$ cat config.mk
export PLATFORM = sky130hd
export DESIGN_NAME = irq_vector_ctrl
export DESIGN_NICKNAME = d
export VERILOG_FILES = /design/src/rtl/irq_idx_pkg.sv /design/src/rtl/irq_bus_decode.sv /design/src/rtl/irq_src_status.sv /design/src/rtl/irq_prio_enc.sv /design/src/rtl/irq_vector_ctrl.sv
export SDC_FILE = /design/constraint.sdc
export NUM_CORES = 1
export LEC_CHECK = 0
export ABC_AREA = 1
export BUFFER_PORTS_ARGS = -buffer_cell sky130_fd_sc_hd__buf_2
export CAP_MARGIN = 0
export CORE_UTILIZATION = 30
export DETAILED_ROUTE_END_ITERATION = 10
export GPL_TIMING_DRIVEN = 0
export PLACE_DENSITY = 0.6
export SLEW_MARGIN = 15
export SYNTH_ARGS = -nofsm -noshare
export SYNTH_HDL_FRONTEND = slang
export SYNTH_SLANG_ARGS = --single-unit
$ cat constraint.sdc
create_clock -name clk -period 3.15 [get_ports clk]
set_input_delay 0.315 -clock clk [delete_from_list [all_inputs] [get_ports clk]]
set_output_delay 0.315 -clock clk [all_outputs]
set_load 0.05 [all_outputs]
$ cat src/rtl/irq_idx_pkg.sv
`timescale 1ns/1ps
package irq_idx_pkg;

   // Word addresses of the register file
   typedef enum logic [2:0] {
      REG_INDEX  = 3'd0,
      REG_RAW    = 3'd1,
      REG_MASK   = 3'd2,
      REG_MASKED = 3'd3,
      REG_CLEAR  = 3'd4
   } irq_reg_e;

   localparam int unsigned REG_ADDR_BITS = 3;
   localparam int unsigned LANE_BITS     = 8;

   function automatic int unsigned idx_code_width(input int unsigned nsrc);
      return $clog2(nsrc + 1);
   endfunction

endpackage

$ cat src/rtl/irq_bus_decode.sv
`timescale 1ns/1ps
module irq_bus_decode
   import irq_idx_pkg::*;
#(
   parameter int unsigned ADDR_W = 3,
   parameter int unsigned BE_W   = 2
) (
   input  logic [ADDR_W-1:0] addr,
   input  logic              rd,
   input  logic              wr,
   input  logic              dbg,
   input  logic [BE_W-1:0]   be,
   output logic              ack_rd,
   output logic              wr_mask,
   output logic              wr_clr
);

   if (ADDR_W < REG_ADDR_BITS) begin : g_bad_addr
      $error("irq_bus_decode: ADDR_W too small for register map");
   end

   logic any_lane;
   logic hit_index, hit_mask, hit_clr;

   assign any_lane  = |be;
   assign hit_index = (addr == ADDR_W'(REG_INDEX));
   assign hit_mask  = (addr == ADDR_W'(REG_MASK));
   assign hit_clr   = (addr == ADDR_W'(REG_CLEAR));

   assign ack_rd  = rd & any_lane & ~dbg & hit_index;
   assign wr_mask = wr & any_lane & hit_mask;
   assign wr_clr  = wr & any_lane & hit_clr;

endmodule

$ cat src/rtl/irq_src_status.sv
`timescale 1ns/1ps
module irq_src_status #(
   parameter int unsigned NUM_SRC = 6
) (
   input  logic               clk,
   input  logic               rst_n,
   input  logic [NUM_SRC-1:0] set_vec,
   input  logic [NUM_SRC-1:0] clr_vec,
   output logic [NUM_SRC-1:0] raw
);

   for (genvar i = 0; i < NUM_SRC; i++) begin : g_bit
      always_ff @(posedge clk or negedge rst_n) begin
         if (!rst_n)          raw[i] <= 1'b0;
         else if (set_vec[i]) raw[i] <= 1'b1;
         else if (clr_vec[i]) raw[i] <= 1'b0;
      end
   end

   AST_SET_WINS: assert property (@(posedge clk) disable iff (!rst_n)
      1'b1 |=> ((raw & $past(set_vec)) == $past(set_vec)));

   AST_CLEAR_TAKES: assert property (@(posedge clk) disable iff (!rst_n)
      1'b1 |=> ((raw & $past(clr_vec & ~set_vec)) == '0));

endmodule

$ cat src/rtl/irq_prio_enc.sv
`timescale 1ns/1ps
module irq_prio_enc #(
   parameter int unsigned NUM_SRC = 6,
   parameter int unsigned CODE_W  = 3
) (
   input  logic               clk,
   input  logic               rst_n,
   input  logic [NUM_SRC-1:0] masked,
   output logic [NUM_SRC-1:0] sel,
   output logic [CODE_W-1:0]  code
);

   if ((1 << CODE_W) < NUM_SRC + 1) begin : g_bad_code
      $error("irq_prio_enc: CODE_W cannot hold NUM_SRC codes");
   end

   // Bit 0 wins; scan from the top so the lowest set bit is kept last.
   always_comb begin
      sel  = '0;
      code = '0;
      for (int i = NUM_SRC - 1; i >= 0; i--) begin
         if (masked[i]) begin
            sel    = '0;
            sel[i] = 1'b1;
            code   = CODE_W'(i + 1);
         end
      end
   end

   AST_ONE_REPORTED: assert property (@(posedge clk) disable iff (!rst_n)
      $onehot0(sel));

   AST_CODE_IN_RANGE: assert property (@(posedge clk) disable iff (!rst_n)
      code <= CODE_W'(NUM_SRC));

   AST_ONLY_ENABLED: assert property (@(posedge clk) disable iff (!rst_n)
      (sel & ~masked) == '0);

   AST_IDLE_ZERO: assert property (@(posedge clk) disable iff (!rst_n)
      (masked == '0) |-> (code == '0));

endmodule

$ cat src/rtl/irq_vector_ctrl.sv
`timescale 1ns/1ps
module irq_vector_ctrl
   import irq_idx_pkg::*;
#(
   parameter int unsigned NUM_SRC = 6,
   parameter int unsigned DATA_W  = 16,
   parameter int unsigned ADDR_W  = 3
) (
   input  logic                clk,
   input  logic                rst_n,
   input  logic [ADDR_W-1:0]   bus_addr,
   input  logic                bus_rd,
   input  logic                bus_wr,
   input  logic [DATA_W/8-1:0] bus_be,
   input  logic                bus_dbg,
   input  logic [DATA_W-1:0]   bus_wdata,
   output logic [DATA_W-1:0]   bus_rdata,
   input  logic [NUM_SRC-1:0]  evt_in,
   output logic                irq_out
);

   localparam int unsigned BE_W   = DATA_W / LANE_BITS;
   localparam int unsigned CODE_W = idx_code_width(NUM_SRC);

   if (DATA_W % LANE_BITS != 0) begin : g_bad_width
      $error("irq_vector_ctrl: DATA_W must be whole bytes");
   end
   if (NUM_SRC < 1 || NUM_SRC > DATA_W) begin : g_bad_src
      $error("irq_vector_ctrl: NUM_SRC out of range");
   end
   if (CODE_W + 1 > DATA_W) begin : g_bad_code
      $error("irq_vector_ctrl: index code does not fit the word");
   end

   logic               ack_rd, wr_mask, wr_clr;
   logic [DATA_W-1:0]  lane_bits;
   logic [NUM_SRC-1:0] mask_q, raw, masked, sel, clr_vec;
   logic [CODE_W-1:0]  code;

   irq_bus_decode #(.ADDR_W(ADDR_W), .BE_W(BE_W)) u_dec (
      .addr(bus_addr), .rd(bus_rd), .wr(bus_wr), .dbg(bus_dbg), .be(bus_be),
      .ack_rd(ack_rd), .wr_mask(wr_mask), .wr_clr(wr_clr)
   );

   for (genvar b = 0; b < BE_W; b++) begin : g_lane
      assign lane_bits[b*LANE_BITS +: LANE_BITS] = {LANE_BITS{bus_be[b]}};
   end

   // Mask register, written lane by lane
   always_ff @(posedge clk or negedge rst_n) begin
      if (!rst_n)       mask_q <= '0;
      else if (wr_mask) mask_q <= (mask_q & ~lane_bits[NUM_SRC-1:0])
                                | (bus_wdata[NUM_SRC-1:0] & lane_bits[NUM_SRC-1:0]);
   end

   // Explicit clears plus the acknowledge of the reported source
   assign clr_vec = (wr_clr ? (bus_wdata[NUM_SRC-1:0] & lane_bits[NUM_SRC-1:0]) : '0)
                  | (ack_rd ? sel : '0);

   irq_src_status #(.NUM_SRC(NUM_SRC)) u_stat (
      .clk(clk), .rst_n(rst_n), .set_vec(evt_in), .clr_vec(clr_vec), .raw(raw)
   );

   assign masked  = raw & mask_q;
   assign irq_out = |masked;

   irq_prio_enc #(.NUM_SRC(NUM_SRC), .CODE_W(CODE_W)) u_enc (
      .clk(clk), .rst_n(rst_n), .masked(masked), .sel(sel), .code(code)
   );

   always_comb begin
      bus_rdata = '0;
      if (bus_addr == ADDR_W'(REG_INDEX))       bus_rdata[CODE_W:1]    = code;
      else if (bus_addr == ADDR_W'(REG_RAW))    bus_rdata[NUM_SRC-1:0] = raw;
      else if (bus_addr == ADDR_W'(REG_MASK))   bus_rdata[NUM_SRC-1:0] = mask_q;
      else if (bus_addr == ADDR_W'(REG_MASKED)) bus_rdata[NUM_SRC-1:0] = masked;
   end

   AST_ACK_CLEARS: assert property (@(posedge clk) disable iff (!rst_n)
      (ack_rd && (|sel) && !(|(sel & evt_in))) |=> ((raw & $past(sel)) == '0));

   AST_DEBUG_KEEPS: assert property (@(posedge clk) disable iff (!rst_n)
      (bus_rd && bus_dbg && !bus_wr) |=> ((raw & $past(raw)) == $past(raw)));

   AST_IDLE_READ_KEEPS: assert property (@(posedge clk) disable iff (!rst_n)
      (bus_rd && (bus_be == '0) && !bus_wr) |=> ((raw & $past(raw)) == $past(raw)));

   AST_INDEX_LSB_ZERO: assert property (@(posedge clk) disable iff (!rst_n)
      (bus_addr == ADDR_W'(REG_INDEX)) |-> (bus_rdata[0] == 1'b0));

endmodule

Word level (Yosys, flattened, before mapping)
Cells that the tools add are included.

storage, ports and cells
  bits in registers = 12

cells by class
  equal/unequal tests = 4
  muxes and demuxes = 32
  bitwise logic cells = 13
  reduce and logical (&&, ||, !) cells = 9

operators by type and width
  kind                                                 count
  two-way mux 6 bit                                    11
  two-way mux 3 bit                                    7
  AND 6 bit                                            3
  two-way mux 1 bit                                    13
  OR 6 bit                                             2
  nonzero test 2 bit                                   6
  AND 1 bit                                            6
  equality test 3 x 2 -> 1 bit, second input constant  2
  inverter 6 bit                                       1
  OR reduction 6 bit                                   1
  equality test 3 x 1 -> 1 bit, second input constant  1
  equality test 3 bit, second input constant           1
  zero test 3 bit                                      1
  two-way mux 2 bit                                    1
  OR reduction 2 bit                                   1
  inverter 1 bit                                       1

Longest topological paths before layout
  word-level depth = 11
  gate-level depth with buffers = 7
  mapped depth without buffers = 7

Modules after synthesis
A second synthesis with hierarchy kept.

unflattened totals
  cell total of the unflattened synthesis = 165
  area total of the unflattened synthesis = 977.2 sq um

modules (own cells, without submodules)
  module           instances  cells each  area each (sq um)  seq. area each (sq um)
  irq_vector_ctrl  1          102         598.1              150.1
  irq_src_status   1          30          240.2              150.1
  irq_prio_enc     1          19          83.8               0.0
  irq_bus_decode   1          14          55.1               0.0

Least setup slack after synthesis
OpenSTA, ideal clock, no wires.

  path kind = input-to-output
  start point = input port bus_addr[2]
  end point = output port bus_rdata[3]
  data arrival time = 1.657 ns
  data required time = 2.835 ns
  slack = 1.178 ns
  cell stages on the path = 3
  buffers on the path = 0
  cells stage by stage = inv_1 > nand2_1 > o21ai_0

between the ends
  word-level cells in the longest chain between the ends = 5
  elaborated cells between the ends (all ways) = 8
  classes of those cells = eq/ne (3); mux (4); reduce/logical (1)

RTL lines
  what                          line                   source
  start: declaration            irq_vector_ctrl.sv:11  input logic [ADDR_W-1:0] bus_addr,
  equality test 3 x 2 -> 1 bit  irq_vector_ctrl.sv:76  else if (bus_addr == ADDR_W'(REG_MASKED)) bus_rdata[NUM_SRC-1:0] = masked;
  two-way mux 6 bit             irq_vector_ctrl.sv:76
  two-way mux 6 bit             irq_vector_ctrl.sv:75  else if (bus_addr == ADDR_W'(REG_MASK)) bus_rdata[NUM_SRC-1:0] = mask_q;
  two-way mux 6 bit             irq_vector_ctrl.sv:74  else if (bus_addr == ADDR_W'(REG_RAW)) bus_rdata[NUM_SRC-1:0] = raw;
  two-way mux 3 bit *           irq_vector_ctrl.sv:73  if (bus_addr == ADDR_W'(REG_INDEX)) bus_rdata[CODE_W:1] = code;
  end: declaration              irq_vector_ctrl.sv:17  output logic [DATA_W-1:0] bus_rdata,

Every way passes the cells marked *; elsewhere a longest branch is shown, timed or not.

Final worst setup path
  start point = register u_stat.raw[1]
  end point = output port bus_rdata[3]

between the ends
  word-level cells in the longest chain between the ends = 4

RTL lines
  what                              line                   source
  start: declaration                irq_src_status.sv:9    output logic [NUM_SRC-1:0] raw
  start signal: indexed assignment  irq_src_status.sv:14   if (!rst_n) raw[i] <= 1'b0;
  start signal: indexed assignment  irq_src_status.sv:15   else if (set_vec[i]) raw[i] <= 1'b1;
  start signal: indexed assignment  irq_src_status.sv:16   else if (clr_vec[i]) raw[i] <= 1'b0;
  AND 6 bit                         irq_vector_ctrl.sv:64  assign masked = raw & mask_q;
  two-way mux 3 bit (2 in a row)    irq_prio_enc.sv:22     if (masked[i]) begin
  two-way mux 3 bit                 irq_vector_ctrl.sv:73

No other way between the ends.

==> flow_summary.yaml <==
worst_setup_path:
  cp.required_ns: 2.83
  r2r_end: "u_stat.raw[5]"
  path_cells: "nand2_1 > inv_1 > nor2_1 > nand4_1 > o21ai_0 > buf_2"
  end_kind: "output port"
  r2r_slack_ns: 1.96
  path_buf_inv: 2
  critical_path.slowest_cell: "dfrtp_1"
  timing.reg2reg.worst_path_depth: 6
  start_kind: "register"
  cp-startpoint: "u_stat.raw[1]"
  regToRegStartpoint: "u_stat.raw[1]"
  critPathMaxStageDelay_ns: 0.40
  path_class: "reg -> out"
  worstPathArrival_ns: 1.60
  cp_top_family: "simple AND/OR/NAND/NOR gates"
  crit_fanout: 5
cells_and_area:
  fin_util_pct: 40.71
  nets: 214
  fill_cells: 319
  n_antenna_cell: 0
  drive_above_1_share_pct: 26.11
  final_common_cell: "nand2_1"
  area_growth_pct: 27.64
  final_cell_mix: "nand2_1 (41), buf_2 (29), inv_1 (24), nor2_1 (20), dfrtp_1 (12)"
  postLayoutCellArea_um2: 1132
global_route:
  track_usage_pct: 14.08
  grt_overflow_total: 0
  grt_pass1_vias: 858
  grt_pass1_wl_mm: 3.498
  grt_max_degree: 13
  antenna_found_initial: 0
synthesis:
  yosysWarnings: 0
  yosysSeqAreaShare_pct: 33.85
  synth_cell_types: 19
  syn_avg_cell_area_um2: 6.382
  synth-edff-count: 0
  synth_cells: 139
  synth_async_sr_flop_share_pct: 100.0
  synth_top_flop_cell: "dfrtp_1"
  synth_seq_cells: 12
  syn_area_um2: 887.1
cts:
  cts_resized: 0
  clk_latency_ns: 0.27
  clock-sinks: 12
  cts_root_buf: "clkbuf_4"
  max-clock-path-buffers: 2
  cts_buffers: 3
  path_clk_slew_ns: 0.07
  cts_tree: "yes"
  htreeDepth: 1
die:
  fp.dieW_um: 56.38
  die_h_um: 56.38
  rows: 19
  io_pins: 49
  dieArea_um2: 3179
  start_util_pct: 31.89
  core_um2: 2781
routing:
  dr.first_iter.drc_count: 32
  wl_mm: 2.112
  wire_per_inst_um: 10.01
  firstDrtPassIters: 4
  vias: 955
  ant_nets: 0
  viasPerCell: 4.526
  drc: 0
pwr:
  p_total_mw: 0.4668
  clock_power_share_pct: 19.9
  p_leak_nw: 0.6831
  powerDensity_nw_per_um2: 412.3
  pwr-share-seq_pct: 40.3
  vdd.ir_drop.worst_uv: 270.3
  pwr-share-comb_pct: 39.8
  switching_share_pct: 41.99
  internal_power_mw: 0.2708
  power.switching_mw: 0.1960
job:
  maxCapViolations: 0
timing:
  rsz0062_at_grt: "false"
  hold_violations: 0
  fin_crit_ns: 1.913
  fin_crit_sh_pct: 60.73
  maxSlewViolCount: 0
  finalSetupViolCount: 0
  fmax_ghz: 0.5227
  fin_tns_setup_ns: 0
  finalClockSkew_ns: 0.004471
  whs_ns: 0.2204
worst_hold_path:
  holdPathStages: 3
  min_from: "evt_in[4]"
  hold_path.class: "in -> reg"
  holdPathEnd: "u_stat.raw[4]"
placed_design:
  gp_congestion: 0.8613
  dpl.hpwl_mm: 1.722
  place.port_buffers: 28
  placed_cell_area_um2: 1100
run_status:
  status: "complete, no violations"
==> Yosys cell counts (2+ instances only) <==
library cell	number	area (um2)
a21oi_1	2	10.01
buf_4	10	75.07
dfrtp_1	12	300.3
inv_1	24	90.09
nand2_1	41	153.9
nand3_1	7	35.03
nand4_1	2	12.51
nor2_1	20	75.07
nor2_4	2	22.52
o21ai_0	3	15.01
o21ai_1	5	25.02
o22ai_1	4	25.02
==> power groups by stage <==
stage               clock network, mW  registers (mW)  logic [mW]
finish                         0.0930           0.188       0.186
floorplan                           0           0.185       0.143
detailed placement                  0           0.190       0.183
global placement                    0           0.189       0.180
global route                    0.103           0.190       0.203
CTS                            0.0985           0.187       0.185
==> worst max-delay path by stage <==
stage / end / depth (start not counted)
after floorplan: bus_rdata[3] / 3
after global placement: bus_rdata[3] / 6
after detailed placement: bus_rdata[3] / 6
after CTS: bus_rdata[3] / 6
after global routing: bus_rdata[3] / 6
final: bus_rdata[3] / 6
==> stage by stage <==
step | cells | setup WS, ns
floorplan | 148 | 1.178
global placement | 207 | 1.515
detailed placement | 207 | 1.504
CTS | 211 | 1.203
global route | 211 | 1.091
finish | 211 | 1.237
==> final cells by class <==
type	count	area (um2)	share of cell area, %
plain buffers	11	80.08	7.072
clock buffers	3	22.52	1.989
inverters	25	93.84	8.287
multi-input cells	100	446.7	39.45
flip-flops and latches	12	300.3	26.52
well taps	31	38.79	3.425
repair buffers	29	150.1	13.26
==> routing by layer <==
layer  vias up  routed length (um)  GRT usage, %
li1        494                   -             -
met1       406                 906         17.55
met2        46                 983         23.13
met3         9                 139         1.613
met4         0                  82         8.711
met5         -                   0             0
==> worst min-delay path: cells and delay by family <==
family	cells	cell delay, ns
simple gates	1	0.05
buf+inv	2	0.10
==> kinds of logic (layout without fill, tap and decap cells) <==
family                 count (synthesis)  after routing  share of synthesized area (%)
AND/OR/NAND/NOR                       74             74                          35.82
flip-flops                            12             12                          33.85
other                                  1             10                         0.4227
buffers and inverters                 36             68                          19.60
AO/OA/AOI/OAI                         16             16                          10.30
==> repair_timing <==
action | in CTS | in global routing
hold buffers | 1 | 0
setup buffers | 0 | 0
hold endpoints to repair | 12 | 0
No activity file was read; power rests on OpenSTA's default activity.
